### config.mk
export PLATFORM = sky130hd
export DESIGN_NAME = frame_pulse_gen
export DESIGN_NICKNAME = d
export VERILOG_FILES = /design/src/rtl/fpg_pkg.sv /design/src/rtl/fpg_phase_counter.sv /design/src/rtl/fpg_shaper.sv /design/src/rtl/frame_pulse_gen.sv
export SDC_FILE = /design/constraint.sdc
export NUM_CORES = 1
export LEC_CHECK = 0
export CAP_MARGIN = 30
export CORE_ASPECT_RATIO = 1.4
export CORE_MARGIN = 5
export CORE_UTILIZATION = 61
export DETAILED_ROUTE_END_ITERATION = 6
export GPL_TIMING_DRIVEN = 0
export PLACE_DENSITY = 0.86
export SYNTH_ARGS = -nofsm -noshare
export SYNTH_HDL_FRONTEND = slang
export SYNTH_SLANG_ARGS = --single-unit
### constraint.sdc
create_clock -name clk -period 5.7 [get_ports clk]
set_input_delay 0.855 -clock clk [delete_from_list [all_inputs] [get_ports clk]]
set_output_delay 0.855 -clock clk [all_outputs]
set_load 0.005 [all_outputs]
### src/rtl/fpg_pkg.sv
package fpg_pkg;

    typedef enum logic {
        SHAPE_SQUARE = 1'b0,
        SHAPE_PULSE  = 1'b1
    } shape_e;

    localparam int unsigned FPG_DEF_FAST_PERIOD = 2430;
    localparam int unsigned FPG_DEF_RATIO       = 4;

endpackage

### src/rtl/fpg_phase_counter.sv
module fpg_phase_counter #(
    parameter int unsigned FAST_PERIOD = 2430,
    parameter int unsigned RATIO       = 4,
    parameter int unsigned CNT_W       = $clog2(FAST_PERIOD * RATIO)
) (
    input  logic             clk,
    input  logic             rst_n,
    output logic [CNT_W-1:0] fast_phase,
    output logic [CNT_W-1:0] slow_phase,
    output logic             fast_start,
    output logic             slow_start
);

    localparam int unsigned IDX_W = (RATIO > 1) ? $clog2(RATIO) : 1;
    localparam logic [CNT_W-1:0] SUB_LAST = CNT_W'(FAST_PERIOD - 1);
    localparam logic [IDX_W-1:0] IDX_LAST = IDX_W'(RATIO - 1);
    localparam logic [CNT_W-1:0] FAST_P   = CNT_W'(FAST_PERIOD);

    typedef struct packed {
        logic [CNT_W-1:0] sub;
        logic [IDX_W-1:0] idx;
    } cnt_t;

    cnt_t cnt_d, cnt_q;

    // Mixed-radix counter: sub counts inside a fast period, idx counts fast periods
    always_comb begin
        cnt_d = cnt_q;
        if (cnt_q.sub == SUB_LAST) begin
            cnt_d.sub = '0;
            cnt_d.idx = (cnt_q.idx == IDX_LAST) ? '0 : cnt_q.idx + IDX_W'(1);
        end else begin
            cnt_d.sub = cnt_q.sub + CNT_W'(1);
        end
    end

    always_ff @(posedge clk) begin
        if (!rst_n) begin
            cnt_q <= '0;
        end else begin
            cnt_q <= cnt_d;
        end
    end

    assign fast_phase = cnt_q.sub;
    assign slow_phase = (CNT_W'(cnt_q.idx) * FAST_P) + cnt_q.sub;
    assign fast_start = (cnt_q.sub == '0);
    assign slow_start = (cnt_q.sub == '0) && (cnt_q.idx == '0);

endmodule

### src/rtl/fpg_shaper.sv
module fpg_shaper
    import fpg_pkg::*;
#(
    parameter int unsigned PERIOD = 2430,
    parameter int unsigned CNT_W  = 14
) (
    input  logic             clk,
    input  logic             rst_n,
    input  logic [CNT_W-1:0] phase,
    input  logic             start,
    input  logic             en,
    input  logic             pulse_mode,
    input  logic [CNT_W-1:0] width,
    output logic             wave,
    output logic             oe
);

    localparam logic [CNT_W-1:0] PMAX = CNT_W'(PERIOD - 1);
    localparam logic [CNT_W-1:0] HALF = CNT_W'(PERIOD / 2);

    typedef struct packed {
        logic             wave;
        logic             oe;
        shape_e           shape;
        logic [CNT_W-1:0] width;
    } shp_t;

    shp_t shp_d, shp_q;

    logic [CNT_W-1:0] clamped;
    shape_e           eff_shape;
    logic [CNT_W-1:0] eff_width;
    logic             level;

    always_comb begin
        // limit the request to 1 .. PERIOD-1
        if (width == '0) begin
            clamped = CNT_W'(1);
        end else if (width > PMAX) begin
            clamped = PMAX;
        end else begin
            clamped = width;
        end

        // new settings are taken only at phase zero
        eff_shape = start ? shape_e'(pulse_mode) : shp_q.shape;
        eff_width = start ? clamped : shp_q.width;

        if (eff_shape == SHAPE_PULSE) begin
            level = (phase < eff_width);
        end else begin
            level = (phase < HALF);
        end

        shp_d       = shp_q;
        shp_d.shape = eff_shape;
        shp_d.width = eff_width;
        shp_d.wave  = en & level;
        shp_d.oe    = en;
    end

    always_ff @(posedge clk) begin
        if (!rst_n) begin
            shp_q.wave  <= 1'b0;
            shp_q.oe    <= 1'b0;
            shp_q.shape <= SHAPE_SQUARE;
            shp_q.width <= HALF;
        end else begin
            shp_q <= shp_d;
        end
    end

    assign wave = shp_q.wave;
    assign oe   = shp_q.oe;

endmodule

### src/rtl/frame_pulse_gen.sv
module frame_pulse_gen #(
    parameter int unsigned FAST_PERIOD = fpg_pkg::FPG_DEF_FAST_PERIOD,
    parameter int unsigned RATIO       = fpg_pkg::FPG_DEF_RATIO,
    parameter int unsigned CNT_W       = $clog2(FAST_PERIOD * RATIO)
) (
    input  logic             clk,
    input  logic             rst_n,
    input  logic             fast_en,
    input  logic             fast_pulse_mode,
    input  logic [CNT_W-1:0] fast_width,
    input  logic             slow_en,
    input  logic             slow_pulse_mode,
    input  logic [CNT_W-1:0] slow_width,
    output logic             fast_clk,
    output logic             fast_oe,
    output logic             slow_clk,
    output logic             slow_oe
);

    localparam int unsigned SLOW_PERIOD = FAST_PERIOD * RATIO;
    localparam int unsigned NCH         = 2;

    logic [CNT_W-1:0] phase_v [NCH];
    logic [CNT_W-1:0] width_v [NCH];
    logic [NCH-1:0]   start_v;
    logic [NCH-1:0]   en_v;
    logic [NCH-1:0]   mode_v;
    logic [NCH-1:0]   wave_v;
    logic [NCH-1:0]   oe_v;

    fpg_phase_counter #(
        .FAST_PERIOD(FAST_PERIOD),
        .RATIO      (RATIO),
        .CNT_W      (CNT_W)
    ) i_phase (
        .clk       (clk),
        .rst_n     (rst_n),
        .fast_phase(phase_v[0]),
        .slow_phase(phase_v[1]),
        .fast_start(start_v[0]),
        .slow_start(start_v[1])
    );

    assign en_v    = {slow_en, fast_en};
    assign mode_v  = {slow_pulse_mode, fast_pulse_mode};
    assign width_v[0] = fast_width;
    assign width_v[1] = slow_width;

    for (genvar gi = 0; gi < NCH; gi++) begin : g_ch
        fpg_shaper #(
            .PERIOD((gi == 0) ? FAST_PERIOD : SLOW_PERIOD),
            .CNT_W (CNT_W)
        ) i_shaper (
            .clk       (clk),
            .rst_n     (rst_n),
            .phase     (phase_v[gi]),
            .start     (start_v[gi]),
            .en        (en_v[gi]),
            .pulse_mode(mode_v[gi]),
            .width     (width_v[gi]),
            .wave      (wave_v[gi]),
            .oe        (oe_v[gi])
        );
    end

    assign fast_clk = wave_v[0];
    assign fast_oe  = oe_v[0];
    assign slow_clk = wave_v[1];
    assign slow_oe  = oe_v[1];

endmodule

# == Yosys cells after proc, flatten, opt, wreduce, memory -nomap -nowiden ==
# Index checks and enable logic that the tools add are counted.
# classes
n_addsub,3
multipliers,1
n_lt_le_gt_ge,6
eq_ne,2
muxes,11
n_bitwise,3
n_reduce_logical,6
# op_table
cell,count
2-to-1 mux 14 bit,6
logical NOT 14 bit,3
less-than comparator 14 bit,2
adder 14 x 1 -> 14 bit (second input constant),1
adder 14 bit,1
== test 14 x 12 -> 1 bit (second input constant),1
greater-than comparator 14 x 12 -> 1 bit (second input constant),1
greater-than comparator 14 bit (second input constant),1
less-than comparator 14 x 11 -> 1 bit (second input constant),1
less-than comparator 14 x 13 -> 1 bit (second input constant),1
multiplier 2 x 11 -> 13 bit (second input constant),1
2-to-1 mux 1 bit,4
adder 2 x 1 -> 2 bit (second input constant),1
AND 1 bit,2
== test 2 bit (second input constant),1
logical NOT 2 bit,1
2-to-1 mux 2 bit,1
OR reduction 2 bit,1
logical AND 1 bit,1
inverter 1 bit,1
# totals
reg_bits,50
inputBits,34
out_inout_bits,4
word_cells,42

# == Depth between registers and ports, before layout ==
# logic_depth
ltp_word,7
ltp_mapped,17

# == Hierarchy ==
# A second synthesis with hierarchy kept.
# unflattened
hier_cells,427
area_unflattened_um2,3724.8
# modules_own_cells
module,n_inst,cells_each,area_each_um2
fpg_phase_counter,1,168,1471.4
fpg_shaper (g_ch[1].i_shaper),1,125,1143.6
fpg_shaper (g_ch[0].i_shaper),1,134,1109.8

# == Worst setup path after synthesis ==
# OpenSTA, ideal clock, no wires.
# synth_path
path_type,reg-to-reg
start,register i_phase.cnt_q[0] (netlist bit)
end,register g_ch[1].i_shaper.wave (netlist name)
setup_ns,0.125
arrival_time_ns,3.414
path_slack_ns,2.161
stages_incl_launch_ff,17
n_path_buf,0
synth_period_minus_slack_ns,3.539
path_cell_list,dfxtp_1 -> inv_1 -> ha_1 -> inv_1 -> fa_1 -> nand2b_1 -> a21oi_2 -> nor3_1 -> o31ai_1 -> a31oi_1 -> xnor2_1 -> ha_1 -> nand4_1 -> or3_1 -> nor4bb_1 -> nand3_1 -> o31ai_2
# synth_via
elab_chain_len,6
# synth_lines
item,line,rtl
start: declaration,fpg_phase_counter.sv:24,"cnt_t cnt_d, cnt_q;"
start signal: assignment,fpg_phase_counter.sv:41,cnt_q <= cnt_d;
branches (longest 4 deep; another with adder 14 bit),n/a,
2-to-1 mux 1 bit (*),fpg_shaper.sv:49,if (eff_shape == SHAPE_PULSE) begin
AND 1 bit (*),fpg_shaper.sv:58,shp_d.wave = en & level;
# Mark *: on every way between the ends.
# A chain may end at the register's enable or synchronous reset.

# == Worst setup path in the final report ==
# layout_path
start,register i_phase.cnt_q[0] (netlist bit)
end,register g_ch[1].i_shaper.wave (netlist name)
# layout_via
elab_chain_len,6
# layout_lines
item,line
branches (longest 4 deep; another with adder 14 bit),n/a
2-to-1 mux 1 bit (*),fpg_shaper.sv:49
AND 1 bit (*),fpg_shaper.sv:58
# Marks and branches as above.

==> results.sh <==
export IMPL_syn_num_nets=477
export IMPL_drive_above_1_share_pct=4.78
export IMPL_synth_top_area_share_pct=29.7
export IMPL_worstSkewPairLatency_ps=310
export IMPL_crit_fanout=8
export IMPL_floorplan_die_width_microns=72.8
export IMPL_power_per_cell_area_nw_per_um2=216
export IMPL_gp_congestion=0.851
export IMPL_synth_cell_type_count=54
export IMPL_vdd_drop_max_uv=197
export IMPL_ys_ff_latch=50
export IMPL_cts_tree="done"
export IMPL_crit_path_start="i_phase.cnt_q[0]$_SDFFE_PN0P_"
export IMPL_power_frac_comb_pct=20.1
export IMPL_worstRegToRegCells=16
export IMPL_rsz0062_at_grt="false"
export IMPL_cts_repair_resized=0
export IMPL_worst_setup_path_end_kind="register"
export IMPL_slew_violations=0
export IMPL_dp_slack_ps=1680
export IMPL_postSynthCellCount=395
export IMPL_avgRoutedWirePerCell_microns=17.2
export IMPL_async_flop_share_pct=0
export IMPL_r2r_start="i_phase.cnt_q[0]$_SDFFE_PN0P_"
export IMPL_netlist_top_cells_count="50 x dfxtp_1, 47 x ha_1, 37 x nand2_1"
export IMPL_power_frac_seq_pct=44.8
export IMPL_layout_setup_ws_ps=1560
export IMPL_seq_area_frac_synth_pct=29.7
export IMPL_arrival_ps=4340
export IMPL_cellInternalPower_uw=626
export IMPL_grt_pass1_wl_mm=14.5
export IMPL_cts_hold_buf=0
export IMPL_clock_skew_ps=8.35
export IMPL_dp_cells=499
export IMPL_nets=520
export IMPL_worstSetupStartpointType="register"
export IMPL_holdWs_ps=476
export IMPL_hold_path_depth=2
export IMPL_outcome="finished clean"
export IMPL_final_core_util_pct=72.5
export IMPL_cts_root_to_sink_buffers=2
export IMPL_first_global_vias=3236
export IMPL_final_cells=507
export IMPL_finalHoldViolCount=0
export IMPL_grt_max_degree=17
export IMPL_yosys_most_used_dff="dfxtp_1"
export IMPL_critPathBufInv=2
export IMPL_timing_hold_worst_start="g_ch[1].i_shaper.shp_q[12]$_SDFF_PN1_"
export IMPL_cts_root_buf="clkbuf_8"
export IMPL_cts_setup_buffers=0
export IMPL_power_net_switching_uw=228
export IMPL_crit_required_ps=5900
export IMPL_synth_area_leaders="dfxtp_1 30%, ha_1 17%, nand2_1 4.1%"
export IMPL_die_area_sq_um=7120
export IMPL_dp_hpwl_mm=6.70
export IMPL_critical_path_class="register to register"
export IMPL_grt_util_all_layers_pct=25.4
export IMPL_ant_nets=0
export IMPL_timing_fmax_mhz=241
export IMPL_ys_warnings_count=0
export IMPL_htreeDepth=2
export IMPL_swShare_pct=26.7
export IMPL_core_area_sq_um=5450
export IMPL_pin_count=38
export IMPL_drt_total_wl_mm=8.72
export IMPL_power_leakage_uw=0.00174
export IMPL_period_minus_slack_ps=4140
export IMPL_syn_area_per_cell_sq_um=8.52
export IMPL_drt_iter0_drc=184
export IMPL_drcViolationCount=0
export IMPL_fin_setup_tns_ps=0
export IMPL_tightest_slew_ps=549
export IMPL_clock_power_share_pct=35.1
export IMPL_yosys_cell_count_top_type="dfxtp_1"
export IMPL_synthToLayoutAreaGrowth_pct=17.3
export IMPL_antenna_found_initial=0
export IMPL_crit_family="adder cells"
export IMPL_rows=32
export IMPL_path_depth=16
export IMPL_die_h_microns=97.9
export IMPL_path_clk_slew_ps=100
export IMPL_port_buffers=36
export IMPL_vias_per_cell=6.21
export IMPL_cp_slowest_cell="dfxtp_1"
export IMPL_firstDrtPassIters=4
export IMPL_vias=3147
export IMPL_synth_top_cell_by_area="dfxtp_1"
export IMPL_setup_viol=0
export IMPL_hold_class="register to register"
export IMPL_diodes=0
export IMPL_numCtsBuffers=5
export IMPL_regToRegSetupSlack_ps=1560
export IMPL_start_util_pct=61.8
export IMPL_finalCritPeriodShare_pct=72.7
export IMPL_path_cells="inv_1 -> ha_1 -> inv_1 -> fa_1 -> nand2b_1 -> a21oi_2 -> nor3_1 -> o31ai_1 -> a31oi_1 -> xnor2_1 -> ha_1 -> nand4_1 -> or3_1 -> nor4bb_1 -> nand3_1 -> o31ai_2"
export IMPL_max_stage_delay_ps=500
export IMPL_netlist_area_sq_um=3370
export IMPL_slew_headroom_pct=63.3
export IMPL_synth_edff_count=0
export IMPL_overflow=0
export IMPL_clkSinkCount=50
export IMPL_maxCapViolCount=0
==> cell families after synthesis <==
family | Yosys count | synth area share (%)
and+or+nand+nor | 162 | 24.5
AOI/OAI and AO/OA | 87 | 18.4
DFF | 50 | 29.7
adders and majority gates | 48 | 18.1
buffers and inverters | 23 | 2.64
xor gates and xnor gates | 21 | 5.46
muxes | 4 | 1.19
==> power by group through the flow <==
stage	logic (uW)	clock network, uW	registers [uW]
floorplan	105	0	387
global placement	163	0	389
detailed placement	168	0	390
CTS	172	302	382
global route	194	316	384
finish	172	300	382
==> worst reg2reg max path, stage by stage, from the launching register on <==
cell and delay, ps:
dfxtp_1 500, inv_1 140, ha_1 370, inv_1 90, fa_1 430, nand2b_1 190, a21oi_2 300, nor3_1 100
o31ai_1 440, a31oi_1 170, xnor2_1 190, ha_1 310, nand4_1 110, or3_1 390, nor4bb_1 140, nand3_1 100
o31ai_2 60
==> routing by layer <==
| metal | GRT usage [%] | vias to the layer above | wire length [microns] |
|---|---|---|---|
| met2 | 46.0 | 107 | 4580 |
| li1 | - | 1516 | - |
| met4 | 15.3 | 0 | 526 |
| met3 | 4.33 | 47 | 388 |
| met5 | 0 | - | 0 |
| met1 | 26.2 | 1477 | 3220 |
==> stage by stage <==
stage                     power, uW  instance area (sq um)
after floorplan                 492                   3370
after global placement          552                   3810
after CTS                       856                   3950
after detailed placement        559                   3810
after global routing            895                   3950
final                           854                   3950
==> final timing paths <==
kind / end
max: g_ch[1].i_shaper.wave$_SDFF_PN0_
min: g_ch[1].i_shaper.shp_q[12]$_SDFF_PN1_
max reg2reg: g_ch[1].i_shaper.wave$_SDFF_PN0_
min reg2reg: g_ch[1].i_shaper.shp_q[12]$_SDFF_PN1_
==> area by class of cell <==
cell class | instances | area, sq um
plain buffers | 10 | 40.0
clock buffers | 5 | 68.8
clock inverters | 3 | 68.8
fillers | 436 | 1500
inverters | 13 | 48.8
multi-input cells | 322 | 2280
flip-flops and latches | 50 | 1000
well taps | 68 | 85.1
repair buffers | 36 | 360
==> registers in the layout, indices dropped and copies added (netlist names) <==
signal               count
i_phase.fast_phase      14
g_ch.i_shaper.wave       2
g_ch.i_shaper.oe         2
i_phase.cnt_q            2
g_ch.i_shaper.shp_q     30
==> cell usage in the layout (no fill, tap or decap), drive strengths merged, types with 11 or more instances in the layout <==
cell type	synthesis	layout
dfxtp	50	50
ha	47	47
nand2	37	37
nor2	37	37
clkdlybuf4s50	0	36
a21oi	25	25
o21ai	17	17
nor2b	14	14
nand3	13	13
inv	13	13
clkbuf	8	13
nand4	12	12
and3	11	11
xnor2	11	11
No activity file was read; power rests on OpenSTA's default activity.
